--- config.mk ---
export PLATFORM = sky130hd
export DESIGN_NAME = roi_subsampler
export DESIGN_NICKNAME = d
export VERILOG_FILES = /design/src/rtl/roi_pkg.sv /design/src/rtl/roi_pos_track.sv /design/src/rtl/roi_cfg_hold.sv /design/src/rtl/roi_window.sv /design/src/rtl/roi_emit.sv /design/src/rtl/roi_subsampler.sv
export SDC_FILE = /design/constraint.sdc
export NUM_CORES = 1
export LEC_CHECK = 0
export ABC_AREA = 1
export BUFFER_PORTS_ARGS = -buffer_cell sky130_fd_sc_hd__buf_2
export CORE_MARGIN = 5
export CORE_UTILIZATION = 30
export CTS_CLUSTER_SIZE = 10
export DETAILED_ROUTE_END_ITERATION = 10
export GPL_ROUTABILITY_DRIVEN = 0
export PLACE_DENSITY = 0.49
export SLEW_MARGIN = 20
export SYNTH_ARGS = -nofsm -noshare
export SYNTH_HDL_FRONTEND = slang
export SYNTH_SLANG_ARGS = --single-unit
--- constraint.sdc ---
create_clock -name clk -period 5.2 [get_ports clk]
set_input_delay 0.52 -clock clk [delete_from_list [all_inputs] [get_ports clk]]
set_output_delay 0.52 -clock clk [all_outputs]
set_load 0.01 [all_outputs]
--- src/rtl/roi_pkg.sv ---
package roi_pkg;
  typedef enum logic [1:0] {
    MODE_AREA   = 2'd0,
    MODE_LINE   = 2'd1,
    MODE_STREAM = 2'd2,
    MODE_RSVD   = 2'd3
  } roi_mode_e;

  // Decimation code to low-bit phase mask (x1, x2, x4, x8)
  function automatic logic [2:0] decim_mask(input logic [1:0] code);
    case (code)
      2'd0:    decim_mask = 3'b000;
      2'd1:    decim_mask = 3'b001;
      2'd2:    decim_mask = 3'b011;
      default: decim_mask = 3'b111;
    endcase
  endfunction
endpackage

--- src/rtl/roi_pos_track.sv ---
module roi_pos_track #(
  parameter int CW = 12,
  parameter int RW = 12
) (
  input  logic          clk,
  input  logic          rst_n,
  input  logic          fval,
  input  logic          lval,
  input  logic          dval,
  input  logic          line_mode,
  input  logic [RW-1:0] height,
  output logic [CW-1:0] col,
  output logic [RW-1:0] row,
  output logic          frame_rise,
  output logic          group_start,
  output logic          group_end,
  output logic          line_start,
  output logic          line_end
);
  logic fval_q, lval_q, lval_fall, wrap;
  logic [CW-1:0] col_q;
  logic [RW-1:0] row_q;

  assign frame_rise  = fval & ~fval_q;
  assign lval_fall   = ~lval & lval_q;
  assign wrap        = line_mode & fval & lval_fall & (row_q == height - 1'b1);
  assign group_start = frame_rise | wrap;
  assign group_end   = (~fval & fval_q) | wrap;
  assign line_start  = fval & lval & (~lval_q | ~fval_q);
  assign line_end    = lval_fall;
  assign col         = col_q;
  assign row         = row_q;

  always_ff @(posedge clk) begin
    if (!rst_n) begin
      fval_q <= 1'b0;
      lval_q <= 1'b0;
      col_q  <= '0;
      row_q  <= '0;
    end else begin
      fval_q <= fval;
      lval_q <= lval;
      if (!lval)               col_q <= '0;
      else if (dval && fval)   col_q <= col_q + 1'b1;
      if (!fval)               row_q <= '0;
      else if (lval_fall)      row_q <= wrap ? '0 : row_q + 1'b1;
    end
  end

  // Row position never leaves its group in line-sensor mode
  p_row_in_group_r2: assert property (@(posedge clk) disable iff (!rst_n)
    (line_mode && fval && fval_q && height != '0) |-> (row_q < height));
endmodule

--- src/rtl/roi_cfg_hold.sv ---
module roi_cfg_hold import roi_pkg::*; #(
  parameter int CW = 12,
  parameter int RW = 12
) (
  input  logic          clk,
  input  logic          rst_n,
  input  logic          take,
  input  roi_mode_e     in_mode,
  input  logic [CW-1:0] in_x_off,
  input  logic [RW-1:0] in_y_off,
  input  logic [CW-1:0] in_width,
  input  logic [RW-1:0] in_height,
  input  logic [1:0]    in_x_dec,
  input  logic [1:0]    in_y_dec,
  output roi_mode_e     mode,
  output logic [CW-1:0] x_off,
  output logic [RW-1:0] y_off,
  output logic [CW-1:0] width,
  output logic [RW-1:0] height,
  output logic [1:0]    x_dec,
  output logic [1:0]    y_dec
);
  roi_mode_e     sh_mode;
  logic [CW-1:0] sh_x_off, sh_width;
  logic [RW-1:0] sh_y_off, sh_height;
  logic [1:0]    sh_x_dec, sh_y_dec;

  // The frame-start cycle already uses the new settings
  assign mode   = take ? in_mode   : sh_mode;
  assign x_off  = take ? in_x_off  : sh_x_off;
  assign y_off  = take ? in_y_off  : sh_y_off;
  assign width  = take ? in_width  : sh_width;
  assign height = take ? in_height : sh_height;
  assign x_dec  = take ? in_x_dec  : sh_x_dec;
  assign y_dec  = take ? in_y_dec  : sh_y_dec;

  always_ff @(posedge clk) begin
    if (!rst_n) begin
      sh_mode   <= MODE_AREA;
      sh_x_off  <= '0;
      sh_y_off  <= '0;
      sh_width  <= '0;
      sh_height <= '0;
      sh_x_dec  <= '0;
      sh_y_dec  <= '0;
    end else if (take) begin
      sh_mode   <= in_mode;
      sh_x_off  <= in_x_off;
      sh_y_off  <= in_y_off;
      sh_width  <= in_width;
      sh_height <= in_height;
      sh_x_dec  <= in_x_dec;
      sh_y_dec  <= in_y_dec;
    end
  end
endmodule

--- src/rtl/roi_window.sv ---
module roi_window import roi_pkg::*; #(
  parameter int CW = 12,
  parameter int RW = 12
) (
  input  roi_mode_e     mode,
  input  logic [CW-1:0] x_off,
  input  logic [RW-1:0] y_off,
  input  logic [CW-1:0] width,
  input  logic [RW-1:0] height,
  input  logic [1:0]    x_dec,
  input  logic [1:0]    y_dec,
  input  logic [CW-1:0] col,
  input  logic [RW-1:0] row,
  output logic          keep
);
  logic [CW:0] x_end;
  logic [RW:0] y_end;
  logic        in_x, in_y;
  logic [2:0]  x_ph, y_ph;

  assign x_end = {1'b0, x_off} + {1'b0, width};
  assign y_end = {1'b0, y_off} + {1'b0, height};

  always_comb begin
    in_x = 1'b1;
    in_y = 1'b1;
    x_ph = col[2:0];
    y_ph = row[2:0];
    case (mode)
      MODE_STREAM: ;
      MODE_LINE: begin
        in_x = (col >= x_off) && ({1'b0, col} < x_end);
        x_ph = col[2:0] - x_off[2:0];
      end
      default: begin
        in_x = (col >= x_off) && ({1'b0, col} < x_end);
        in_y = (row >= y_off) && ({1'b0, row} < y_end);
        x_ph = col[2:0] - x_off[2:0];
        y_ph = row[2:0] - y_off[2:0];
      end
    endcase
    keep = in_x && in_y
        && ((x_ph & decim_mask(x_dec)) == 3'b000)
        && ((y_ph & decim_mask(y_dec)) == 3'b000);
  end
endmodule

--- src/rtl/roi_emit.sv ---
module roi_emit #(
  parameter int DW = 16
) (
  input  logic          clk,
  input  logic          rst_n,
  input  logic          accept,
  input  logic [DW-1:0] pix,
  input  logic          group_start,
  input  logic          group_end,
  input  logic          line_start,
  input  logic          line_end,
  output logic          out_valid,
  output logic [DW-1:0] out_data,
  output logic          out_sof,
  output logic          out_eof,
  output logic          out_sol,
  output logic          out_eol
);
  logic          sof_pend, sol_pend, sof_now, sol_now;
  logic          h_v, h_sof, h_sol, h_eol;
  logic [DW-1:0] h_d;

  assign sof_now = sof_pend | group_start;
  assign sol_now = sol_pend | line_start;

  always_ff @(posedge clk) begin
    if (!rst_n) begin
      sof_pend  <= 1'b1;
      sol_pend  <= 1'b1;
      h_v       <= 1'b0;
      h_d       <= '0;
      h_sof     <= 1'b0;
      h_sol     <= 1'b0;
      h_eol     <= 1'b0;
      out_valid <= 1'b0;
      out_data  <= '0;
      out_sof   <= 1'b0;
      out_eof   <= 1'b0;
      out_sol   <= 1'b0;
      out_eol   <= 1'b0;
    end else begin
      out_valid <= 1'b0;
      out_sof   <= 1'b0;
      out_eof   <= 1'b0;
      out_sol   <= 1'b0;
      out_eol   <= 1'b0;
      sof_pend  <= sof_now & ~accept;
      sol_pend  <= sol_now & ~accept;
      if (accept) begin
        if (h_v) begin
          out_valid <= 1'b1;
          out_data  <= h_d;
          out_sof   <= h_sof;
          out_sol   <= h_sol;
          out_eol   <= h_eol;
        end
        h_v   <= 1'b1;
        h_d   <= pix;
        h_sof <= sof_now;
        h_sol <= sol_now;
        h_eol <= 1'b0;
      end else if (group_end) begin
        if (h_v) begin
          out_valid <= 1'b1;
          out_data  <= h_d;
          out_sof   <= h_sof;
          out_sol   <= h_sol;
          out_eol   <= 1'b1;
          out_eof   <= 1'b1;
        end
        h_v <= 1'b0;
      end else if (line_end) begin
        h_eol <= 1'b1;
      end
    end
  end

  // Marker sequencing watchers
  logic exp_sol_q, exp_sof_q;
  always_ff @(posedge clk) begin
    if (!rst_n) begin
      exp_sol_q <= 1'b1;
      exp_sof_q <= 1'b1;
    end else if (out_valid) begin
      exp_sol_q <= out_eol;
      exp_sof_q <= out_eof;
    end
  end

  p_eof_has_eol_r7: assert property (@(posedge clk) disable iff (!rst_n)
    (out_valid && out_eof) |-> out_eol);
  p_sof_has_sol_r7: assert property (@(posedge clk) disable iff (!rst_n)
    (out_valid && out_sof) |-> out_sol);
  p_line_opens_r7: assert property (@(posedge clk) disable iff (!rst_n)
    (out_valid && exp_sol_q) |-> out_sol);
  p_frame_opens_r7: assert property (@(posedge clk) disable iff (!rst_n)
    (out_valid && exp_sof_q) |-> out_sof);
  p_markers_gated_r9: assert property (@(posedge clk) disable iff (!rst_n)
    !out_valid |-> !(out_sof || out_eof || out_sol || out_eol));
endmodule

--- src/rtl/roi_subsampler.sv ---
module roi_subsampler import roi_pkg::*; #(
  parameter int DW = 16,
  parameter int CW = 12,
  parameter int RW = 12
) (
  input  logic          clk,
  input  logic          rst_n,
  input  logic [1:0]    cfg_mode,
  input  logic [CW-1:0] cfg_x_off,
  input  logic [RW-1:0] cfg_y_off,
  input  logic [CW-1:0] cfg_width,
  input  logic [RW-1:0] cfg_height,
  input  logic [1:0]    cfg_x_decim,
  input  logic [1:0]    cfg_y_decim,
  input  logic          cam_fval,
  input  logic          cam_lval,
  input  logic          cam_dval,
  input  logic [DW-1:0] cam_data,
  output logic          out_valid,
  output logic [DW-1:0] out_data,
  output logic          out_sof,
  output logic          out_eof,
  output logic          out_sol,
  output logic          out_eol
);
  roi_mode_e     e_mode;
  logic [CW-1:0] e_x_off, e_width, col;
  logic [RW-1:0] e_y_off, e_height, row;
  logic [1:0]    e_x_dec, e_y_dec;
  logic          frame_rise, group_start, group_end, line_start, line_end;
  logic          keep, accept;

  roi_pos_track #(.CW(CW), .RW(RW)) u_track (
    .clk(clk), .rst_n(rst_n),
    .fval(cam_fval), .lval(cam_lval), .dval(cam_dval),
    .line_mode(e_mode == MODE_LINE), .height(e_height),
    .col(col), .row(row),
    .frame_rise(frame_rise), .group_start(group_start), .group_end(group_end),
    .line_start(line_start), .line_end(line_end)
  );

  roi_cfg_hold #(.CW(CW), .RW(RW)) u_cfg (
    .clk(clk), .rst_n(rst_n), .take(frame_rise),
    .in_mode(roi_mode_e'(cfg_mode)), .in_x_off(cfg_x_off), .in_y_off(cfg_y_off),
    .in_width(cfg_width), .in_height(cfg_height),
    .in_x_dec(cfg_x_decim), .in_y_dec(cfg_y_decim),
    .mode(e_mode), .x_off(e_x_off), .y_off(e_y_off),
    .width(e_width), .height(e_height), .x_dec(e_x_dec), .y_dec(e_y_dec)
  );

  roi_window #(.CW(CW), .RW(RW)) u_win (
    .mode(e_mode), .x_off(e_x_off), .y_off(e_y_off),
    .width(e_width), .height(e_height), .x_dec(e_x_dec), .y_dec(e_y_dec),
    .col(col), .row(row), .keep(keep)
  );

  assign accept = cam_fval & cam_lval & cam_dval & keep;

  roi_emit #(.DW(DW)) u_emit (
    .clk(clk), .rst_n(rst_n), .accept(accept), .pix(cam_data),
    .group_start(group_start), .group_end(group_end),
    .line_start(line_start), .line_end(line_end),
    .out_valid(out_valid), .out_data(out_data),
    .out_sof(out_sof), .out_eof(out_eof), .out_sol(out_sol), .out_eol(out_eol)
  );

  // A cycle without data-valid never becomes a kept pixel
  p_no_beat_without_dval_r6: assert property (@(posedge clk) disable iff (!rst_n)
    (cam_fval && cam_lval && !cam_dval) |=> !(u_emit.h_v && !$past(u_emit.h_v)));
endmodule

# Word-level counts from Yosys, hierarchy flattened
# Index checks and enable logic that the tools add are counted.
word_totals:
  out_inout_bits: 21
  inputBits: 75
  wordCells: 114
  ff_bits: 123
op_classes:
  n_eq_ne: 7
  reduce_logical: 16
  bitwise_logic: 26
  n_lt_le_gt_ge: 4
  addsub: 7
  n_mux: 30
ops:
  columns: ["cell", "count"]
  rows:
  - ["$mux W12", 5]
  - ["$mux W16", 3]
  - ["$add A12 B12 Y13", 2]
  - ["$lt A12 B13 Y1", 2]
  - ["$add A12 B1 Y12 const B", 2]
  - ["$ge A12 B12 Y1", 2]
  - ["$pmux W3 S3", 2]
  - ["$mux W1", 15]
  - ["$and A1 B1 Y1", 12]
  - ["$eq A12 B12 Y1", 1]
  - ["$sub A12 B1 Y12 const B", 1]
  - ["$not A1 Y1", 7]
  - ["$and A3 B3 Y3", 2]
  - ["$eq A2 B1 Y1 const B", 3]
  - ["$eq A2 B2 Y1 const B", 3]
  - ["$logic_and A1 B1 Y1", 6]
  - ["$logic_not A3 Y1", 2]
  - ["$mux W2", 3]
  - ["$mux W3", 2]
  - ["$reduce_and A2 Y1", 3]
  - ["$sub A3 B3 Y3", 2]
  - ["$or A1 B1 Y1", 5]
  - ["$logic_not A2 Y1", 2]
  - ["$reduce_or A2 Y1", 2]
  - ["$reduce_bool A2 Y1", 1]

# Depth between registers and ports, before layout
depth:
  ltp_word: 13
  mapped_depth: 34
  depth_no_buf: 31

# By module
# A second synthesis with hierarchy kept.
hier_totals:
  cells_unflattened: 1317
  area_unflattened_um2: 8343.0
by_module_without_submodules:
  columns: ["module", "n_inst", "area_each_um2", "seq_area_each_um2", "cells_per_inst"]
  rows:
  - ["roi_cfg_hold", 1, 2618.8, 1081.0, 450]
  - ["roi_window", 1, 2503.7, 0.0, 408]
  - ["roi_pos_track", 1, 1655.3, 520.5, 259]
  - ["roi_emit", 1, 1546.5, 860.8, 195]
  - ["roi_subsampler", 1, 18.8, 0.0, 5]

# Worst setup path after synthesis
# Ideal clock, no wire load.
synth_path:
  path_kind: "input-to-reg"
  start: "input cam_fval"
  end: "register u_emit.out_data[11]"
  setup_time_ns: 0.113
  required_ns: 5.087
  n_path_buf: 6
  setup_slack_ns: 0.943
  stages: 30
  t_arrival_ns: 4.144
  path_cell_list: "buf_4 -> nand2_4 -> buf_6 -> buf_2 -> buf_2 -> clkbuf_1 -> o21ai_0 -> ha_1 -> nand2_1 -> o21bai_1 -> a21o_1 -> a21oi_1 -> o21ai_0 -> xnor2_1 -> ha_1 -> nand2_1 -> nor2_1 -> nor3_1 -> nand2_1 -> nand2_1 -> nand2_1 -> nand4_1 -> nand3_1 -> nand2_2 -> nand3_2 -> nand2_2 -> nand2_2 -> buf_6 -> nor2_1 -> nor2_1"
synth_between:
  elab_chain_cells: 11
  elab_cells_between_ends: 53
  classes_between: "add/sub: 5; order compare: 4; eq/ne: 7; mux: 14; bitwise: 12; reduce/logical: 11"
synth_rtl:
  columns: ["item", "line", "source"]
  rows:
  - ["from (decl)", "roi_subsampler.sv:15", "input logic cam_fval,"]
  - ["$and A1 B1 Y1 *", "roi_pos_track.sv:24", "assign frame_rise = fval & ~fval_q;"]
  - ["$mux W12 *", "roi_cfg_hold.sv:31", "assign y_off = take ? in_y_off : sh_y_off;"]
  - ["named net e_y_off[2]", "roi_subsampler.sv:28", "logic [RW-1:0] e_y_off, e_height, row;"]
  - ["$add A12 B12 Y13", "roi_window.sv:22", "assign y_end = {1'b0, y_off} + {1'b0, height};"]
  - ["$lt A12 B13 Y1", "roi_window.sv:37", "in_y = (row >= y_off) && ({1'b0, row} < y_end);"]
  - ["$logic_and A1 B1 Y1", "roi_window.sv:37", null]
  - ["$mux W1", "roi_window.sv:29", "case (mode)"]
  - ["$logic_and A1 B1 Y1", "roi_window.sv:42", "keep = in_x && in_y"]
  - ["$logic_and A1 B1 Y1", "roi_window.sv:43", "&& ((x_ph & decim_mask(x_dec)) == 3'b000)"]
  - ["$logic_and A1 B1 Y1 *", "roi_window.sv:44", "&& ((y_ph & decim_mask(y_dec)) == 3'b000);"]
  - ["$and A1 B1 Y1 *", "roi_subsampler.sv:57", "assign accept = cam_fval & cam_lval & cam_dval & keep;"]
  - ["$mux W16 / $reduce_bool A2 Y1 (equally long branches)", null, null]
  - ["to (signal assigned)", "roi_emit.sv:36", "out_data <= '0;"]
  - ["to (signal assigned)", "roi_emit.sv:52", "out_data <= h_d;"]
  - ["to (signal assigned)", "roi_emit.sv:65", "out_data <= h_d;"]
  - ["to (decl)", "roi_emit.sv:13", "output logic [DW-1:0] out_data,"]
# The timed path passes the listed nets; every way through them passes the cells marked *.
# A chain may end at the register's enable or synchronous reset.

# Final worst setup path
layout_path:
  start: "register u_track.fval_q"
  end: "register u_emit.out_data[9]"
layout_between:
  elab_chain_cells: 12
  elab_cells_between_ends: 51
  classes_between: "add/sub: 5; order compare: 4; eq/ne: 7; mux: 14; bitwise: 10; reduce/logical: 11"
layout_rtl:
  columns: ["item", "line", "source"]
  rows:
  - ["from (decl)", "roi_pos_track.sv:20", "logic fval_q, lval_q, lval_fall, wrap;"]
  - ["from (signal assigned)", "roi_pos_track.sv:41", "fval_q <= fval;"]
  - ["$not A1 Y1 *", "roi_pos_track.sv:24", null]
  - ["$and A1 B1 Y1 *", "roi_pos_track.sv:24", null]
  - ["$mux W12 *", "roi_cfg_hold.sv:32", "assign width = take ? in_width : sh_width;"]
  - ["named net e_width[3]", "roi_subsampler.sv:27", "logic [CW-1:0] e_x_off, e_width, col;"]
  - ["$add A12 B12 Y13 *", "roi_window.sv:21", "assign x_end = {1'b0, x_off} + {1'b0, width};"]
  - ["$lt A12 B13 Y1 *", "roi_window.sv:32, roi_window.sv:36", null]
  - ["$logic_and A1 B1 Y1 *", "roi_window.sv:32, roi_window.sv:36", null]
  - ["$mux W1 *", null, null]
  - ["$logic_and A1 B1 Y1 *", "roi_window.sv:42", null]
  - ["$logic_and A1 B1 Y1 *", "roi_window.sv:43", null]
  - ["$logic_and A1 B1 Y1 *", "roi_window.sv:44", null]
  - ["$and A1 B1 Y1 *", "roi_subsampler.sv:57", null]
  - ["$mux W16 / $reduce_bool A2 Y1 (equally long branches)", null, null]
# Marked as above.

==> impl_metrics.tcl <==
set metrics [dict create \
    asyncSetResetFlopFracSynth_pct 0 \
    drt-wirelength-per-cell_um 13.4 \
    place_hpwl_um 16800 \
    num-fill-cells 2885 \
    synthesis.area_sq_mm 0.00800 \
    coreArea_sq_mm 0.0261 \
    clock_sinks 123 \
    setup_viol_count_final 0 \
    largest_area_contributor_in_the_synthesized_netlist "dfxtp_1" \
    final_period_minus_worst_setup_slack_ns 4.62 \
    post-synth-top-count-cell "nand2_1" \
    globalRouteMet1Util_pct 20.0 \
    yosysTopAreaCellShare_pct 30.8 \
    cts.clk_slew.worst_paths_ns 0.06 \
    layout-drive-gt1-share_pct 16.6 \
    clock_tree.root_cell "clkbuf_16" \
    timing_worst_slew_pin_value_ns 0.732 \
    fmaxAchievable_mhz 216 \
    syn-instance-count 1194 \
    layout_worst_path_cycle_share_pct 88.9 \
    clock_tree.buffer_depth 2 \
    synth_area_leaders "dfxtp_1 (31%), nand2_1 (14%), ha_1 (11%)" \
    finalHoldViolCount 0 \
    total_area_of_multi_input_combinational_cells_sq_mm 0.00457 \
    clk_latency_ns 0.42 \
    yosys_most_used_dff "dfxtp_1" \
    final-seq-area_sq_mm 0.00246 \
    grt_setup_unrepaired "no" \
    grt_remaining_overflow 0 \
    synth-seq-cells 123 \
    cts_htree_levels 4 \
    synth-seq-area-share_pct 30.8 \
    detailroute.via_count 7339 \
    die_h_um 173 \
    synth_warnings 0 \
    synth-edff-count 0 \
    postCtsSetupBuffers 0 \
    dr.first_iter.drc_count 358 \
    first_pass_iters 5 \
    busiest_layer "met2" \
    critPathLaunchType "flip-flop" \
    timing.critical_path.fanout_max 33 \
    grt_max_degree 60 \
    post_cts_resized 0 \
    synthDistinctLibCells 41 \
    synth_nets 1339 \
    final_nets 1429 \
    criticalPathCategory "flip-flop to flip-flop" \
    gr-usage-all-layers_pct 14.7 \
    cap_violations 0 \
    placementRows 59 \
    met3_usage_grt_pct 3.99 \
    synthesis.area_per_instance_sq_um 6.70 \
    irDropWorstVdd_uv 185 \
    regToRegSetupSlack_ns 0.58 \
    vias_per_cell 4.49 \
    worst_ep_required_time_ns 5.51 \
    ios 96 \
    hold_fix_buffers_at_cts 0 \
    groute.layer.met2.usage_pct 22.8 \
    drc 0 \
    area.growth.synth_to_final_pct 17.8 \
    global_route_wire_length_before_repair_um 36100 \
    die_area_sq_mm 0.0300 \
    tns_ns 0 \
    finalWirelength_um 22000 \
    run_status "finished, final reports clean" \
    p_per_area_mw_per_mm2 311 \
    min-delay-path-class "input pin to flip-flop" \
    fin_skew_ns 0.00868 \
    finish.utilization_pct 36.1 \
    number_of_pins_with_negative_max_slew_slack_in_the_final_report 0 \
    first_global_vias 7134 \
    numPortBuffers 95 \
    detail-route-antenna-nets 0 \
    start_util_pct 30.6 \
    die_w_um 173 \
    initial_antenna_violation_count 7 \
    cp.arrival_ns 4.93 \
    power.leakage_nw 4.87 \
    worst_slew_margin_rel_pct 51.2 \
    tritoncts "built" \
    worstSetupEndpointType "flip-flop" \
    cts_made_buffers 17 \
    synth_top_cells_by_count "nand2_1 (294), inv_1 (191), dfxtp_1 (123), nor2_1 (121), ha_1 (70)" \
    finalHoldWorstSlack_ns 0.376 \
]
==> area by class of cell <==
type | instances | area share, %
Inverter | 197 | 7.87
Clock buffer | 18 | 4.66
Timing Repair Buffer | 105 | 5.84
Tap cell | 335 | 4.45
Antenna cell | 2 | 0.0531
Sequential cell | 123 | 26.1
Multi-Input combinational cell | 840 | 48.4
Clock inverter | 14 | 2.56
==> power breakdown <==
group | internal [W] | total [W] | switching (W)
registers | 0.000976 | 0.000988 | 0.0000125
logic | 0.000208 | 0.000555 | 0.000347
clock network | 0.000914 | 0.00139 | 0.000478
==> logic make-up after synthesis <==
kind of cell	after synthesis	share of synthesized area, %
simple gates	568	31.0
buf+inv	231	12.1
compound gates	173	12.0
flops	123	30.8
fa+ha+maj	70	10.9
xor+xnor	28	3.07
mux	1	0.125
==> cell usage in the layout (no fill, tap or decap), types with 8 or more instances in the layout <==
| cell | Yosys | final |
|---|---|---|
| nand2_1 | 294 | 294 |
| inv_1 | 191 | 191 |
| dfxtp_1 | 123 | 123 |
| nor2_1 | 121 | 121 |
| buf_2 | 8 | 95 |
| ha_1 | 70 | 70 |
| o21ai_0 | 67 | 67 |
| nand3_1 | 67 | 67 |
| a21oi_1 | 67 | 67 |
| nor2_2 | 18 | 18 |
| clkbuf_16 | 0 | 17 |
| or2_2 | 15 | 15 |
| nand2_2 | 15 | 15 |
| xor2_1 | 14 | 14 |
| xnor2_1 | 14 | 14 |
| o21ai_2 | 11 | 11 |
| buf_4 | 1 | 10 |
| nor3_1 | 9 | 9 |
| nand4_1 | 9 | 9 |
| o21ai_1 | 8 | 8 |
==> final timing paths <==
check | start | to | depth (start not counted)
setup / recovery | u_track.fval_q | u_emit.out_data[9] | 26
hold / removal | cam_data[11] | u_emit.h_d[11] | 3
setup reg to reg | u_track.fval_q | u_emit.out_data[9] | 26
hold reg to reg | u_emit.h_d[11] | u_emit.h_d[11] | 2
==> sequential cells by signal, summed over array words and instances (netlist names), 2 cells and up <==
name,flops
u_cfg.sh_height,12
u_cfg.sh_mode,2
u_cfg.sh_width,12
u_cfg.sh_x_dec,2
u_cfg.sh_x_off,12
u_cfg.sh_y_dec,2
u_cfg.sh_y_off,12
u_emit.h_d,16
u_emit.out_data,16
u_track.col,12
u_track.row,12
==> metrics by stage <==
| stage | setup slack, ns | total power, W | area (sq um) | cells |
|---|---|---|---|---|
| floorplan | 0.943 | 0.00142 | 8000 | 1194 |
| global placement | 0.405 | 0.00156 | 8740 | 1600 |
| detailed placement | 0.419 | 0.00157 | 8740 | 1600 |
| finish | 0.578 | 0.00294 | 9430 | 1634 |
| global route | 0.104 | 0.00310 | 9430 | 1634 |
| CTS | 0.552 | 0.00298 | 9420 | 1632 |
==> critical path, stage by stage, from the launching register on <==
cell,delay [ns]
dfxtp_1,0.51
inv_4,0.12
nand2_4,0.22
buf_4,0.34
o21ai_0,0.28
ha_1,0.43
a21o_1,0.21
nand2_1,0.07
nand2_1,0.08
nand2_1,0.07
nand2_1,0.09
xnor2_1,0.24
ha_1,0.27
nand2_1,0.08
nor2_1,0.05
nor3_1,0.12
nand2_1,0.07
nand2_1,0.05
nand2_1,0.04
nand4_1,0.09
nand3_1,0.12
nand2_1,0.16
nand3_2,0.10
nand2_2,0.07
nand2_2,0.33
nor2_1,0.21
nor2_1,0.07
==> per-layer routing <==
metal,part of all wire [%],vias up
li1,-,3936
met4,1.5,10
met1,50,3206
met2,43,160
met3,5.5,27
met5,0.31,-
(Power assumes the default switching activity.)
